<file path="config.mk">
export PLATFORM = sky130hd
export DESIGN_NAME = bcd5_sum_adder
export DESIGN_NICKNAME = d
export VERILOG_FILES = /design/src/rtl/bcd5_pkg.sv /design/src/rtl/bcd5_col_reduce.sv /design/src/rtl/bcd5_decade_analyzer.sv /design/src/rtl/bcd5_carry_resolve.sv /design/src/rtl/bcd5_sum_adder.sv
export SDC_FILE = /design/constraint.sdc
export NUM_CORES = 1
export LEC_CHECK = 0
export ABC_AREA = 1
export BUFFER_PORTS_ARGS = -buffer_cell sky130_fd_sc_hd__buf_2
export CORE_ASPECT_RATIO = 0.6
export CORE_MARGIN = 5
export CORE_UTILIZATION = 50
export DETAILED_ROUTE_END_ITERATION = 12
export GPL_TIMING_DRIVEN = 0
export MAX_ROUTING_LAYER = met4
export PLACE_DENSITY = 0.75
export SETUP_SLACK_MARGIN = 0.2
export SYNTH_ARGS = -nofsm -noshare
export SYNTH_HDL_FRONTEND = slang
export SYNTH_HIERARCHICAL = 1
export SYNTH_SLANG_ARGS = --single-unit
</file>
<file path="constraint.sdc">
create_clock -name clk -period 1.5 [get_ports clk]
set_clock_uncertainty 0.2 [all_clocks]
set_input_delay 0 -clock clk [delete_from_list [all_inputs] [get_ports clk]]
set_output_delay 0 -clock clk [all_outputs]
set_load 0.1 [all_outputs]
</file>
<file path="src/rtl/bcd5_pkg.sv">
package bcd5_pkg;

  localparam int NOPS   = 5;
  localparam int COLW   = 6;
  localparam int NDEC   = 4;

  typedef logic [3:0]      digit_t;
  typedef logic [COLW-1:0] colsum_t;
  typedef logic [2:0]      dcarry_t;

  typedef struct packed {
    logic [NDEC-1:0] gen;
    logic            prop;
    dcarry_t         q;
    digit_t          rem;
  } decade_t;

  function automatic colsum_t csa_s(colsum_t x, colsum_t y, colsum_t z);
    return x ^ y ^ z;
  endfunction

  function automatic colsum_t csa_c(colsum_t x, colsum_t y, colsum_t z);
    return ((x & y) | (x & z) | (y & z)) << 1;
  endfunction

endpackage

</file>
<file path="src/rtl/bcd5_col_reduce.sv">
module bcd5_col_reduce
  import bcd5_pkg::*;
(
  input  logic [NOPS-1:0][3:0] digs,
  output colsum_t              col,
  output logic                 bad
);

  colsum_t         ext [NOPS];
  logic [NOPS-1:0] bad_v;

  for (genvar i = 0; i < NOPS; i++) begin : g_ext
    assign ext[i]   = {2'b00, digs[i]};
    assign bad_v[i] = (digs[i] > 4'd9);
  end

  colsum_t s1, c1, s2, c2, s3, c3;

  always_comb begin
    s1 = csa_s(ext[0], ext[1], ext[2]);
    c1 = csa_c(ext[0], ext[1], ext[2]);
    s2 = csa_s(s1, c1, ext[3]);
    c2 = csa_c(s1, c1, ext[3]);
    s3 = csa_s(s2, c2, ext[4]);
    c3 = csa_c(s2, c2, ext[4]);
  end

  assign col = s3 + c3;
  assign bad = |bad_v;

endmodule

</file>
<file path="src/rtl/bcd5_decade_analyzer.sv">
module bcd5_decade_analyzer
  import bcd5_pkg::*;
(
  input  colsum_t col,
  output decade_t dec
);

  logic [NDEC-1:0] gen;
  dcarry_t         q;
  digit_t          off;
  digit_t          rem;

  for (genvar k = 0; k < NDEC; k++) begin : g_gen
    assign gen[k] = (col > colsum_t'(10 * k + 9));
  end

  always_comb begin
    q = dcarry_t'(gen[0]) + dcarry_t'(gen[1]) + dcarry_t'(gen[2]) + dcarry_t'(gen[3]);
    case (q)
      3'd0:    off = 4'd0;
      3'd1:    off = 4'd10;
      3'd2:    off = 4'd4;
      3'd3:    off = 4'd14;
      default: off = 4'd8;
    endcase
    rem = col[3:0] - off;
  end

  assign dec.gen  = gen;
  assign dec.q    = q;
  assign dec.rem  = rem;
  assign dec.prop = (rem >= 4'd6);

endmodule

</file>
<file path="src/rtl/bcd5_carry_resolve.sv">
module bcd5_carry_resolve
  import bcd5_pkg::*;
#(
  parameter int DIGITS = 4
) (
  input  decade_t [DIGITS-1:0] dec,
  output logic    [DIGITS:0][3:0] dig
);

  always_comb begin
    dcarry_t    c;
    logic [4:0] t;
    logic       wrap;
    c = '0;
    for (int i = 0; i < DIGITS; i++) begin
      t      = {1'b0, dec[i].rem} + {2'b00, c};
      wrap   = dec[i].prop && (t >= 5'd10);
      dig[i] = wrap ? 4'(t - 5'd10) : t[3:0];
      c      = dec[i].q + dcarry_t'(wrap);
    end
    dig[DIGITS] = {1'b0, c};
  end

endmodule

</file>
<file path="src/rtl/bcd5_sum_adder.sv">
module bcd5_sum_adder
  import bcd5_pkg::*;
#(
  parameter int DIGITS     = 4,
  parameter bit REGISTERED = 1'b1
) (
  input  logic                clk,
  input  logic                rst_n,
  input  logic                in_valid,
  input  logic [4*DIGITS-1:0] op_a,
  input  logic [4*DIGITS-1:0] op_b,
  input  logic [4*DIGITS-1:0] op_c,
  input  logic [4*DIGITS-1:0] op_d,
  input  logic [4*DIGITS-1:0] op_e,
  output logic [4*DIGITS+3:0] sum_bcd,
  output logic                out_valid,
  output logic                invalid_bcd
);

  localparam int SUMW = 4 * DIGITS + 4;

  colsum_t        col_sum [DIGITS];
  logic [DIGITS-1:0]   col_bad;
  decade_t [DIGITS-1:0] col_dec;

  for (genvar d = 0; d < DIGITS; d++) begin : g_col
    logic [NOPS-1:0][3:0] digs;
    assign digs = {op_e[4*d +: 4], op_d[4*d +: 4], op_c[4*d +: 4],
                   op_b[4*d +: 4], op_a[4*d +: 4]};

    bcd5_col_reduce u_red (
      .digs (digs),
      .col  (col_sum[d]),
      .bad  (col_bad[d])
    );

    bcd5_decade_analyzer u_ana (
      .col (col_sum[d]),
      .dec (col_dec[d])
    );
  end

  logic [DIGITS:0][3:0] res_dig;

  bcd5_carry_resolve #(.DIGITS(DIGITS)) u_res (
    .dec (col_dec),
    .dig (res_dig)
  );

  logic [SUMW-1:0] sum_comb;
  logic            bad_comb;

  assign sum_comb = res_dig;
  assign bad_comb = |col_bad;

  if (REGISTERED) begin : g_reg
    logic [SUMW-1:0] sum_d, sum_q;
    logic            bad_d, bad_q;
    logic            vld_d, vld_q;

    always_comb begin
      sum_d = sum_q;
      bad_d = bad_q;
      vld_d = in_valid;
      if (in_valid) begin
        sum_d = sum_comb;
        bad_d = bad_comb;
      end
    end

    always_ff @(posedge clk or negedge rst_n) begin
      if (!rst_n) begin
        sum_q <= '0;
        bad_q <= 1'b0;
        vld_q <= 1'b0;
      end else begin
        sum_q <= sum_d;
        bad_q <= bad_d;
        vld_q <= vld_d;
      end
    end

    assign sum_bcd     = sum_q;
    assign invalid_bcd = bad_q;
    assign out_valid   = vld_q;
  end else begin : g_comb
    assign sum_bcd     = sum_comb;
    assign invalid_bcd = bad_comb;
    assign out_valid   = in_valid;
  end

endmodule

</file>
---- Word-level counts from Yosys, hierarchy flattened ----
Index checks and enable logic that the tools add are counted.
Widths: inputs -> output; s select.
storage, ports and cells
  output and inout bits ................... 22
  bits of input ports ..................... 83
  register bits after elaboration ......... 21
cells by class
  order comparisons ....................... 44
  mux-type cells .......................... 8
  bitwise gates (word level) .............. 84
  eq/ne operators ......................... 12
  add/subtract/negate cells ............... 31
  reduce and logical (&&, ||, !) cells .... 9
operators with widths
  kind                 number
  $or 5x5->5           20
  $and 5x4->5          16
  $gt 4x4->1 const B   20
  $pmux 4 s4           4
  $and 4x4->4          12
  $gt 6x5->1 const B   8
  $xor 6x4->6          8
  $xor 6x6->6          8
  $and 5x5->5          8
  $add 3x1->3          12
  $xor 4x4->4          8
  $add 6x6->6          4
  $eq 3x2->1 const B   8
  $gt 6x4->1 const B   4
  $gt 6x6->1 const B   4
  $or 5x4->5           4
  $reduce_or 20->1     1
  $ge 4x3->1 const B   4
  $mux 4               4
  $sub 4x4->4          4
  $sub 4x4->4 const B  4
  $add 4x3->5          3
  $ge 5x4->1 const B   3
  $eq 3x1->1 const B   4
  other kinds (4)      13

---- Longest topological paths before layout ----
Gate-level depths: netlist of the first run.
  depth in word-level cells ............... 32
  gate-level depth with buffers ........... 72
  mapped depth without buffers ............ 72

---- Hierarchy ----
The synthesis of the first run kept the hierarchy.
modules (own cells, without submodules)
  module                cells an instance  instances  area each (sq um)
  bcd5_col_reduce       63                 4          503.0
  bcd5_carry_resolve    174                1          1014.7
  bcd5_sum_adder        93                 1          839.6
  bcd5_decade_analyzer  36                 4          207.7

---- Worst setup path after synthesis of the first run ----
Ideal clock, no wire load.
  kind .................................... input-to-reg
  start ................................... input port op_a[1]
  end ..................................... register g_reg.sum_q[18] (netlist: sum_bcd[18])
  library setup time ...................... 122 ps
  required time ........................... 1178 ps
  arrival ................................. 9892 ps
  buffers on the path ..................... 0
  setup slack ............................. -8714 ps
  stages .................................. 67
  cells stage by stage .................... inv_1 > fa_1 > fa_1 > inv_1 > fa_1 > ha_1 > inv_1 > fa_1 > xnor2_1 > inv_2 > o211ai_1 > ha_1 > fa_1 > inv_1 > nor2_1 > ha_1 > fa_1 > nand2_1 > (+31 left out) > ha_1 > ha_1 > inv_1 > fa_1 > nand2_1 > nand2_1 > inv_1 > ha_1 > nand2_1 > nand3_1 > nand2_2 > nand2_2 > inv_1 > ha_1 > ha_1 > xor2_1 > nand2_1 > nand2_1
RTL lines
  item                  RTL line              RTL
  from (decl)           bcd5_sum_adder.sv:10  input logic [4*DIGITS-1:0] op_a,
  to (signal assigned)  bcd5_sum_adder.sv:77  sum_q <= sum_d;
  to (decl)             bcd5_sum_adder.sv:57  logic [SUMW-1:0] sum_d, sum_q;

==> results of run 1 <==
==> cell families after synthesis <==
kind of cell | after synthesis | synth area share [%]
other | 1 | 0.0798
DFF | 22 | 11.7
adders and majority gates | 116 | 39.7
and+or+nand+nor | 287 | 25.8
buffers and inverters | 180 | 15.3
xor gates and xnor gates | 9 | 1.68
AOI/OAI and AO/OA | 48 | 5.67
==> layout make-up <==
type	instances	area (um^2)
Buffer	10	90.1
Clock buffer	3	75.1
Clock inverter	1	30.0
Fill cell	561	2130
Inverter	170	648
Multi-Input combinational cell	461	3890
Sequential cell	22	553
Tap cell	130	163
Timing Repair Buffer	212	1580
==> metal layers <==
layer / routed length, um / up-vias
li1: - / 2436
met4: 579 / 0
met3: 986 / 48
met5: 0 / -
met1: 6710 / 2533
met2: 8400 / 257
==> worst register-to-register path, stage by stage (launching register included) <==
cell	delay (ps)
dfrtp_2	400
nand2_1	100
nand2_1	110
==> per-stage QoR <==
| step | hold slack, ps | area, um^2 | utilization (%) | instances |
|---|---|---|---|---|
| floorplan | -496 | 4890 | - | 663 |
| CTS | 62.3 | 6540 | 71.4 | 991 |
| global placement | -215 | 5580 | 60.9 | 897 |
| global route | 78.6 | 7030 | 76.8 | 1009 |
| finish | 44.0 | 7030 | 76.8 | 1009 |
| detailed placement | -197 | 5580 | 60.9 | 897 |
==> repair_timing <==
| action | 4_1_cts | 5_1_grt |
|---|---|---|
| endpoints found under the hold margin | 25 | 0 |
| hold buffers | 2 | 0 |
| setup buffers | 88 | 18 |
| pin swaps | 51 | 60 |
| resized for setup | 48 | 97 |
| cloned | 0 | 0 |
| endpoints found under the setup margin | 19 | 21 |
==> worst min-delay path by stage <==
stage                       end  slack (ps)  depth (start not counted)
CTS                  sum_bcd[0]          60                          6
global route         sum_bcd[0]          80                          6
global placement     sum_bcd[0]        -220                          1
floorplan           invalid_bcd        -500                          0
finish               sum_bcd[0]          40                          6
detailed placement   sum_bcd[3]        -200                          1
==> sequential cells by signal (all words and copies together) (netlist names) <==
register / flops
sum_bcd: 20
invalid_bcd: 1
out_valid: 1
==> synthesized netlist by cell type (3+ instances only) <==
cell      instances
nand2_2           6
xnor2_1           4
buf_4             8
inv_1           165
o211ai_1          4
xor2_1            5
nand3_1          48
o21ai_0          24
a31oi_1           5
dfrtp_1          22
inv_2             5
nand3_2           3
nand3b_1          7
nand2_1         185
o21a_1            4
nor2_1           32
fa_1             55
and2_1            4
a21oi_1          11
ha_1             61
==> metrics.md, run 1 <==
| Metric | Value |
|---|---|
| Routed len/inst | 16.5 um |
| Cells after Synth | 663 |
| Die H | 85.1 um |
| Slowest CP cell | fa_2 |
| Most frequent cells in the layout | nand2_1, inv_1, buf_2, buf_6, buf_4 |
| Setup TNS | -132720 ps |
| HP Class | input port to register |
| CTS Buffer Depth | 2 |
| Mapped Area | 0.00470 mm^2 |
| Horiz. Die Dim | 135 um |
| Top cell type's share of synthesized area | 23.4% |
| Htree depth | 1 |
| Io pins | 105 |
| GR Layer Usage met3 | 3.44% |
| Crit path DAT | 10450 ps |
| Buf/Inv on CP | 52 |
| GR Overflow Total | 0 |
| Final worst slack | -9000 ps |
| RR Endpoint | sum_bcd[19] |
| Distinct cells, synth | 23 |
| Gr usage total | 26.2% |
| Failing checks | setup timing |
| GRT busiest layer | met2 |
| Final Hold Viols | 0 |
| ANT nets after route | 0 |
| Crit Path Class | input port to register |
| Avg Cell Area, Syn | 7.08 um^2 |
| Crit-path max FO | 3 |
| Routed WL | 16700 um |
| Antenna violations before repair | 0 |
| Number of nets in the layout | 1079 |
| Max frequency | 0.0953 GHz |
| Place WS | -9510 ps |
| CP startpoint kind | input port |
| Clock slew at reported path FFs | 60 ps |
| CORE AREA | 0.00916 mm^2 |
| Residual DRC | 0 |
| Worst setup EP type | register |
| Layout area overhead | 49.7% |
| Clock Tree Root | clkbuf_16 |
| Critical Path RT | 1450 ps |
| Placer Congestion | 0.867 |
| Final slew viol count | 0 |
| CP top delay family | buffers and inverters |
| Via density | 5.23 |
| Max-Cap Viols | 0 |
| Vias in the first global route | 5228 |
| First-pass DRT Iterations | 5 |
| Critical Path Sink | sum_bcd[1] |
| Critical Path Max Stage Delay | 580 ps |
| Least-Margin Pin Slew | 552 ps |
| First-pass GRT wire length | 23900 um |
| Synth Register Bits | 22 |
| Starting Density | 51.3% |
| Status | complete, but fails checks |
| Period minus WS final | 10500 ps |
| RSZ-0062 raised after global routing | yes |
| Min-delay src | op_e[0] |
| Largest cells by area after synthesis | fa_1, ha_1, nand2_1, inv_1, dfrtp_1 |
| Synth area leader | fa_1 |
| R2r setup slk | 550 ps |
| Ys flop type | dfrtp_1 |
| Fin crit share | 700% |
| Met1 Use GR | 31.8% |
| Most common cell after layout, fill and taps aside | nand2_1 |
| 1st-iter DRT viols | 429 |
| Final setup viols | 19 |
| Yosys Warn Count | 6 |
| N_diodes | 0 |
| CP most frequent cell | buf_6 |
| Port Buf Inserts | 104 |
| Hpwl dp | 10100 um |
| Crit. Startpoint | op_a[1] |
| Met2 Track Usage GR | 45.7% |
| Mapped Nets | 862 |
| CTS Buf Count | 3 |
| Die Footprint | 0.0115 mm^2 |
| Seq/Total Area, Yosys | 11.7% |
| Worst Reg-to-Reg Cells | 2 |
| Relative slew margins | 62.9% |
| Routed vias | 5274 |
| Row count | 27 |
| Clock latency at the later pin of the worst-skew pair | 250 ps |
| Post-synth ARST share | 100% |
| Cell count along the critical path | 74 |
| CTS tree | yes |
| Layout cell share with drive strength beyond 1 | 38.7% |
| CTS Sinks | 22 |
| Largest net degree at the start of global routing | 23 |
| R2R Path Start | sum_bcd[19] |
| EDFF count, synth | 0 |
Power of run 1 is not shown: default switching activity piles up to over one toggle a cycle in this logic, so the estimate is an artifact.
==> run 2, diff against run 1 <==
SYNTH_HIERARCHICAL = default   (was 1)
==> metrics.md, run 2 <==
| Metric | Value |
|---|---|
| XOR/XNOR share of the synthesized area | 3.26% (was 1.68%) |
| Crit. Startpoint | op_b[1] (was op_a[1]) |
| Layout cell share with drive strength beyond 1 | 43.2% (was 38.7%) |
| Critical Path RT | 1430 ps (was 1450 ps) |
| Slowest CP cell | fa_2 (unchanged) |
| Routed len/inst | 14.7 um (was 16.5 um) |
| Max-Cap Viols | 0 (unchanged) |
| First-pass DRT Iterations | 5 (unchanged) |
| Largest family of logic cells by synthesized area | adder cells (unchanged) |
| Residual DRC | 0 (unchanged) |
| Max frequency | 0.0876 GHz (was 0.0953 GHz) |
| ANT nets after route | 0 (unchanged) |
| Placer Congestion | 0.845 (was 0.867) |
| Clock Tree Root | clkbuf_16 (unchanged) |
| N_diodes | 0 (unchanged) |
| Clock latency at the later pin of the worst-skew pair | 250 ps (about the same) |
| Via density | 5.10 (was 5.23) |
| Most frequent cell after synthesis | inv_1 (was nand2_1) |
| Synth Register Bits | 21 (was 22) |
| Top cell type's share of synthesized area | 26.5% (was 23.4%) |
| Crit Path Class | input port to register (unchanged) |
| Largest cells by area after synthesis | fa_1, ha_1, dfrtp_1, inv_1, nand2_1 (was fa_1, ha_1, nand2_1, inv_1, dfrtp_1) |
| Critical Path Max Stage Delay | 600 ps (was 580 ps) |
| 1st-iter DRT viols | 210 (was 429) |
| Final worst slack | -9910 ps (was -9000 ps) |
| CORE AREA | 0.00859 mm^2 (was 0.00916 mm^2) |
| Placed Cells | 760 (was 897) |
| R2r setup slk | 470 ps (was 550 ps) |
| Vias in the first global route | 4314 (was 5228) |
| Final setup viols | 18 (was 19) |
| Yosys Warn Count | 0 (was 6) |
| Clock slew at reported path FFs | 60 ps (about the same) |
| Worst Reg-to-Reg Cells | 2 (unchanged) |
| Starting Density | 51.9% (was 51.3%) |
| Routed vias | 4134 (was 5274) |
| Distinct cells, synth | 40 (was 23) |
| Fin crit share | 761% (was 700%) |
| Layout filler cell count | 673 (was 561) |
| Layout area overhead | 37.1% (was 49.7%) |
| Period minus WS final | 11410 ps (was 10500 ps) |
| R2R Path Start | invalid_bcd (was sum_bcd[19]) |
| CTS tree | yes (unchanged) |
| HP Class | input port to async pin (was input port to register) |
| Port Buf Inserts | 103 (was 104) |
| Crit-path max FO | 3 (unchanged) |
| Most frequent cells in the layout | buf_2, inv_1, nand2_1, fa_1, nor2_1 (was nand2_1, inv_1, buf_2, buf_6, buf_4) |
| Crit path DAT | 11350 ps (was 10450 ps) |
| CTS Buffer Depth | 2 (unchanged) |
| CTS Buf Count | 3 (unchanged) |
| Setup TNS | -127850 ps (was -132720 ps) |
| Status | complete, but fails checks (unchanged) |
| Horiz. Die Dim | 132 um (was 135 um) |
| Layout Utilization | 71.2% (was 76.8%) |
| CP startpoint kind | input port (unchanged) |
| Final slew viol count | 0 (unchanged) |
| First-pass GRT wire length | 19500 um (was 23900 um) |
| Io pins | 105 (unchanged) |
| Simple-Gate Fraction of Synth Area | 22.2% (was 25.8%) |
| Antenna violations before repair | 0 (unchanged) |
| Finished Layout Cells | 811 (was 1009) |
| EDFF count, synth | 0 (unchanged) |
| Seq/Total Area, Yosys | 11.8% (was 11.7%) |
| Hpwl dp | 9840 um (was 10100 um) |
| Max reg flops | 19 (was 20) |
| Number of nets in the layout | 900 (was 1079) |
| GR Overflow Total | 0 (unchanged) |
| Avg Cell Area, Syn | 8.18 um^2 (was 7.08 um^2) |
| Post-synthesis compound-gate area fraction | 8.79% (was 5.67%) |
| RR Endpoint | invalid_bcd (was sum_bcd[19]) |
| CTS Sinks | 21 (was 22) |
| Row count | 26 (was 27) |
| Most common cell after layout, fill and taps aside | buf_2 (was nand2_1) |
| CP most frequent cell | inv_2 (was buf_6) |
| Failing checks | setup timing (unchanged) |
| Cells after Synth | 545 (was 663) |
| RSZ-0062 raised after global routing | yes (unchanged) |
| Synth top cells by count | inv_1, nand2_1, fa_1, ha_1, nor2_1 (was nand2_1, inv_1, ha_1, fa_1, nand3_1) |
| Adder-cell share of the synthesized area | 42.8% (was 39.7%) |
| Mapped Area | 0.00446 mm^2 (was 0.00470 mm^2) |
| Die Footprint | 0.0110 mm^2 (was 0.0115 mm^2) |
| Final Hold Viols | 0 (unchanged) |
| Largest net degree at the start of global routing | 22 (was 23) |
| Mapped Nets | 745 (was 862) |
| Die H | 83.1 um (was 85.1 um) |
| Worst setup EP type | register (unchanged) |
| Synth area leader | fa_1 (unchanged) |
| Htree depth | 1 (unchanged) |
| Routed WL | 11900 um (was 16700 um) |
| Ys flop type | dfrtp_1 (unchanged) |
| Gr usage total | 21.3% (was 26.2%) |
| Post-synth ARST share | 100% (unchanged) |
| Mux contribution to synthesized area | 0% (unchanged) |
run 2: final cells by class:
cell class | count | area (um^2) | area share [%]
inverter | 120 | 458 | 7.49
sequential | 21 | 527 | 8.62
buffer | 5 | 38.8 | 0.635
multi-input combinational | 399 | 3950 | 64.6
clock buffer | 4 | 78.8 | 1.29
tap | 112 | 140 | 2.29
timing repair buffer | 150 | 921 | 15.1
run 2: worst max-delay path by stage:
stage	end	slack (ps)
final	sum_bcd[17]	-9910
after global routing	sum_bcd[17]	-10370
after CTS	sum_bcd[17]	-9860
after detailed placement	sum_bcd[17]	-10550
after global placement	sum_bcd[17]	-10220
after floorplan	sum_bcd[17]	-9510
run 2: critical path: cells and delay by family:
kind,cells,cell delay (ps)
adder cells (fa/ha/maj),23,7960
AND/OR/NAND/NOR,17,1490
buffers and inverters,15,720
XOR/XNOR,3,580
AO/OA/AOI/OAI,5,550
run 2: per-stage QoR:
stage | hold slack [ps] | worst slack (ps) | area, um^2
final | 27.6 | -9910 | 6110
after global routing | 50.5 | -10370 | 6110
after CTS | 15.7 | -9860 | 5750
after detailed placement | -222 | -10550 | 5230
after global placement | -236 | -10220 | 5230
after floorplan | -496 | -9510 | 4570
run 2: cell families (layout without fill, tap and decap cells):
kind of cell / Yosys count / in the layout
xor+xnor: 14 / 14
compound gates: 61 / 61
flops: 21 / 21
other cells: 1 / 1
simple gates: 206 / 206
buf+inv: 125 / 279
fa+ha+maj: 117 / 117
run 2: repair_timing:
item | CTS | global route
buffers inserted | 26 | 18
pin swaps | 50 | 52
setup endpoints to repair | 19 | 21
gates resized for setup | 45 | 59
hold endpoints to repair | 28 | 2
hold buffers | 2 | 2
run 2: metal layers:
| layer | share of wire, % | wire length [um] | global-route usage (%) | vias up |
|---|---|---|---|---|
| met1 | 48 | 5670 | 30.7 | 1985 |
| met2 | 47 | 5590 | 34.1 | 134 |
| li1 | - | - | - | 2005 |
| met5 | 0 | 0 | - | - |
| met3 | 5.0 | 599 | 1.75 | 10 |
| met4 | 0.35 | 42 | 2.24 | 0 |
Power of run 2 is left out for the same reason.
==> run 3, diff against run 2 <==
CORE_MARGIN = 2   (was 5)
==> metrics.md, run 3 (synthesized netlist as in run 2, its figures left out) <==
| Metric | Value |
|---|---|
| Fin crit share | 759% (was 761%) |
| CP startpoint kind | input port (unchanged) |
| Crit path DAT | 11300 ps (was 11350 ps) |
| Design Area, Final | 0.00600 mm^2 (was 0.00611 mm^2) |
| Clock slew at reported path FFs | 60 ps (about the same) |
| Port Buf Inserts | 103 (unchanged) |
| Die H | 77.1 um (was 83.1 um) |
| Gr usage total | 24.4% (was 21.3%) |
| 1st-iter DRT viols | 124 (was 210) |
| Starting Density | 51.9% (unchanged) |
| N_diodes | 0 (unchanged) |
| Layout area overhead | 34.7% (was 37.1%) |
| CTS Buffer Depth | 2 (unchanged) |
| Number of nets in the layout | 891 (was 900) |
| Htree depth | 1 (unchanged) |
| Final slew viol count | 0 (unchanged) |
| Clock Tree Root | clkbuf_16 (unchanged) |
| Max-Cap Viols | 0 (unchanged) |
| Place WS | -10510 ps (was -10550 ps) |
| HP Class | input port to async pin (unchanged) |
| Layout filler cell count | 666 (was 673) |
| Crit-path max FO | 4 (was 3) |
| Critical Path Max Stage Delay | 590 ps (was 600 ps) |
| Slowest CP cell | fa_1 (was fa_2) |
| Max reg flops | 19 (unchanged) |
| Period minus WS final | 11380 ps (was 11410 ps) |
| Largest net degree at the start of global routing | 22 (unchanged) |
| First-pass GRT wire length | 18800 um (was 19500 um) |
| GR Overflow Total | 0 (unchanged) |
| Io pins | 105 (unchanged) |
| Critical Path RT | 1420 ps (was 1430 ps) |
| Finished Layout Cells | 802 (was 811) |
| Hpwl dp | 9740 um (was 9840 um) |
| Most common cell after layout, fill and taps aside | buf_2 (unchanged) |
| Die Footprint | 0.00971 mm^2 (was 0.0110 mm^2) |
| Clock latency at the later pin of the worst-skew pair | 250 ps (about the same) |
| Worst setup EP type | register (unchanged) |
| CTS Buf Count | 3 (unchanged) |
| Max frequency | 0.0879 GHz (was 0.0876 GHz) |
| CTS Sinks | 21 (unchanged) |
| Horiz. Die Dim | 126 um (was 132 um) |
| Placed Cells | 760 (unchanged) |
| Crit Path Class | input port to register (unchanged) |
| Placement Cell Area | 0.00523 mm^2 (unchanged) |
| CORE AREA | 0.00859 mm^2 (unchanged) |
| Final worst slack | -9880 ps (was -9910 ps) |
| Routed WL | 11700 um (was 11900 um) |
| Routed len/inst | 14.6 um (was 14.7 um) |
| Status | complete, but fails checks (unchanged) |
| RSZ-0062 raised after global routing | yes (unchanged) |
| Most frequent cells in the layout | buf_2, inv_1, nand2_1, fa_1, ha_1 (was buf_2, inv_1, nand2_1, fa_1, nor2_1) |
| Failing checks | setup timing (unchanged) |
| Vias in the first global route | 4149 (was 4314) |
| Routed vias | 4030 (was 4134) |
| Antenna violations before repair | 0 (unchanged) |
| Layout cell share with drive strength beyond 1 | 41.3% (was 43.2%) |
| Placer Congestion | 0.873 (was 0.845) |
| Final Hold Viols | 0 (unchanged) |
| Via density | 5.02 (was 5.10) |
| First-pass DRT Iterations | 4 (was 5) |
| Residual DRC | 0 (unchanged) |
| Final setup viols | 18 (unchanged) |
| Min Hold Slack | 38.3 ps (was 27.6 ps) |
| CP most frequent cell | inv_2 (unchanged) |
| CTS tree | yes (unchanged) |
| ANT nets after route | 0 (unchanged) |
| Row count | 26 (unchanged) |
run 3: cell types whose count changed in the layout (fill, tap and decap cells not counted), sizes merged:
cell    delta
buf        -9
clkinv     +1
clkbuf     -1
run 3: through the flow:
stage	util, %	setup TNS, ps
3_3_place_gp	60.9	-131340
5_1_grt	69.9	-133780
3_5_place_dp	60.9	-136350
4_1_cts	66.4	-127160
6_report	69.9	-127950
2_1_floorplan	-	-121390
run 3: worst paths after layout:
path,slack [ps],cells past startpoint,start,end
worst max-delay path,-9880,63,op_b[1],sum_bcd[17]
worst min-delay path,40,2,rst_n,sum_bcd[5]
worst max register to register,430,2,invalid_bcd,invalid_bcd
worst min register to register,280,2,sum_bcd[7],sum_bcd[7]
max in group asynchronous,720,2,rst_n,invalid_bcd
min in group clk,60,5,op_e[0],sum_bcd[0]
run 3: routing by layer:
metal / vias to the layer above / routed length (um) / global-route usage, %
li1: 1992 / - / -
met1: 1889 / 5380 / 33.8
met2: 131 / 5460 / 40.2
met3: 18 / 668 / 1.81
met4: 0 / 174 / 4.40
met5: - / 0 / -
run 3: cell type report:
cell class / count / area, um^2 / area share (%)
inverter: 120 / 455 / 7.59
tap: 112 / 140 / 2.33
clock inverter: 1 / 5.00 / 0.0834
multi-input combinational: 399 / 3920 / 65.3
sequential: 21 / 527 / 8.78
timing repair buffer: 141 / 841 / 14.0
clock buffer: 3 / 75.1 / 1.25
buffer: 5 / 37.5 / 0.625
run 3: worst max-delay path: cells and delay by family:
kind                       cells  cell delay, ps
xor gates and xnor gates       2             370
buffers and inverters         14             660
AOI/OAI and AO/OA              4             390
adders and majority gates     22            8010
and+or+nand+nor               21            1850
run 3: timing repair:
action | CTS | global route
endpoints found under the setup margin | 20 | 21
hold endpoints to repair | 28 | 2
resized for setup | 41 | 50
hold buffers | 2 | 2
pin swaps | 49 | 56
setup buffers | 22 | 13
Power of run 3 is left out for the same reason.
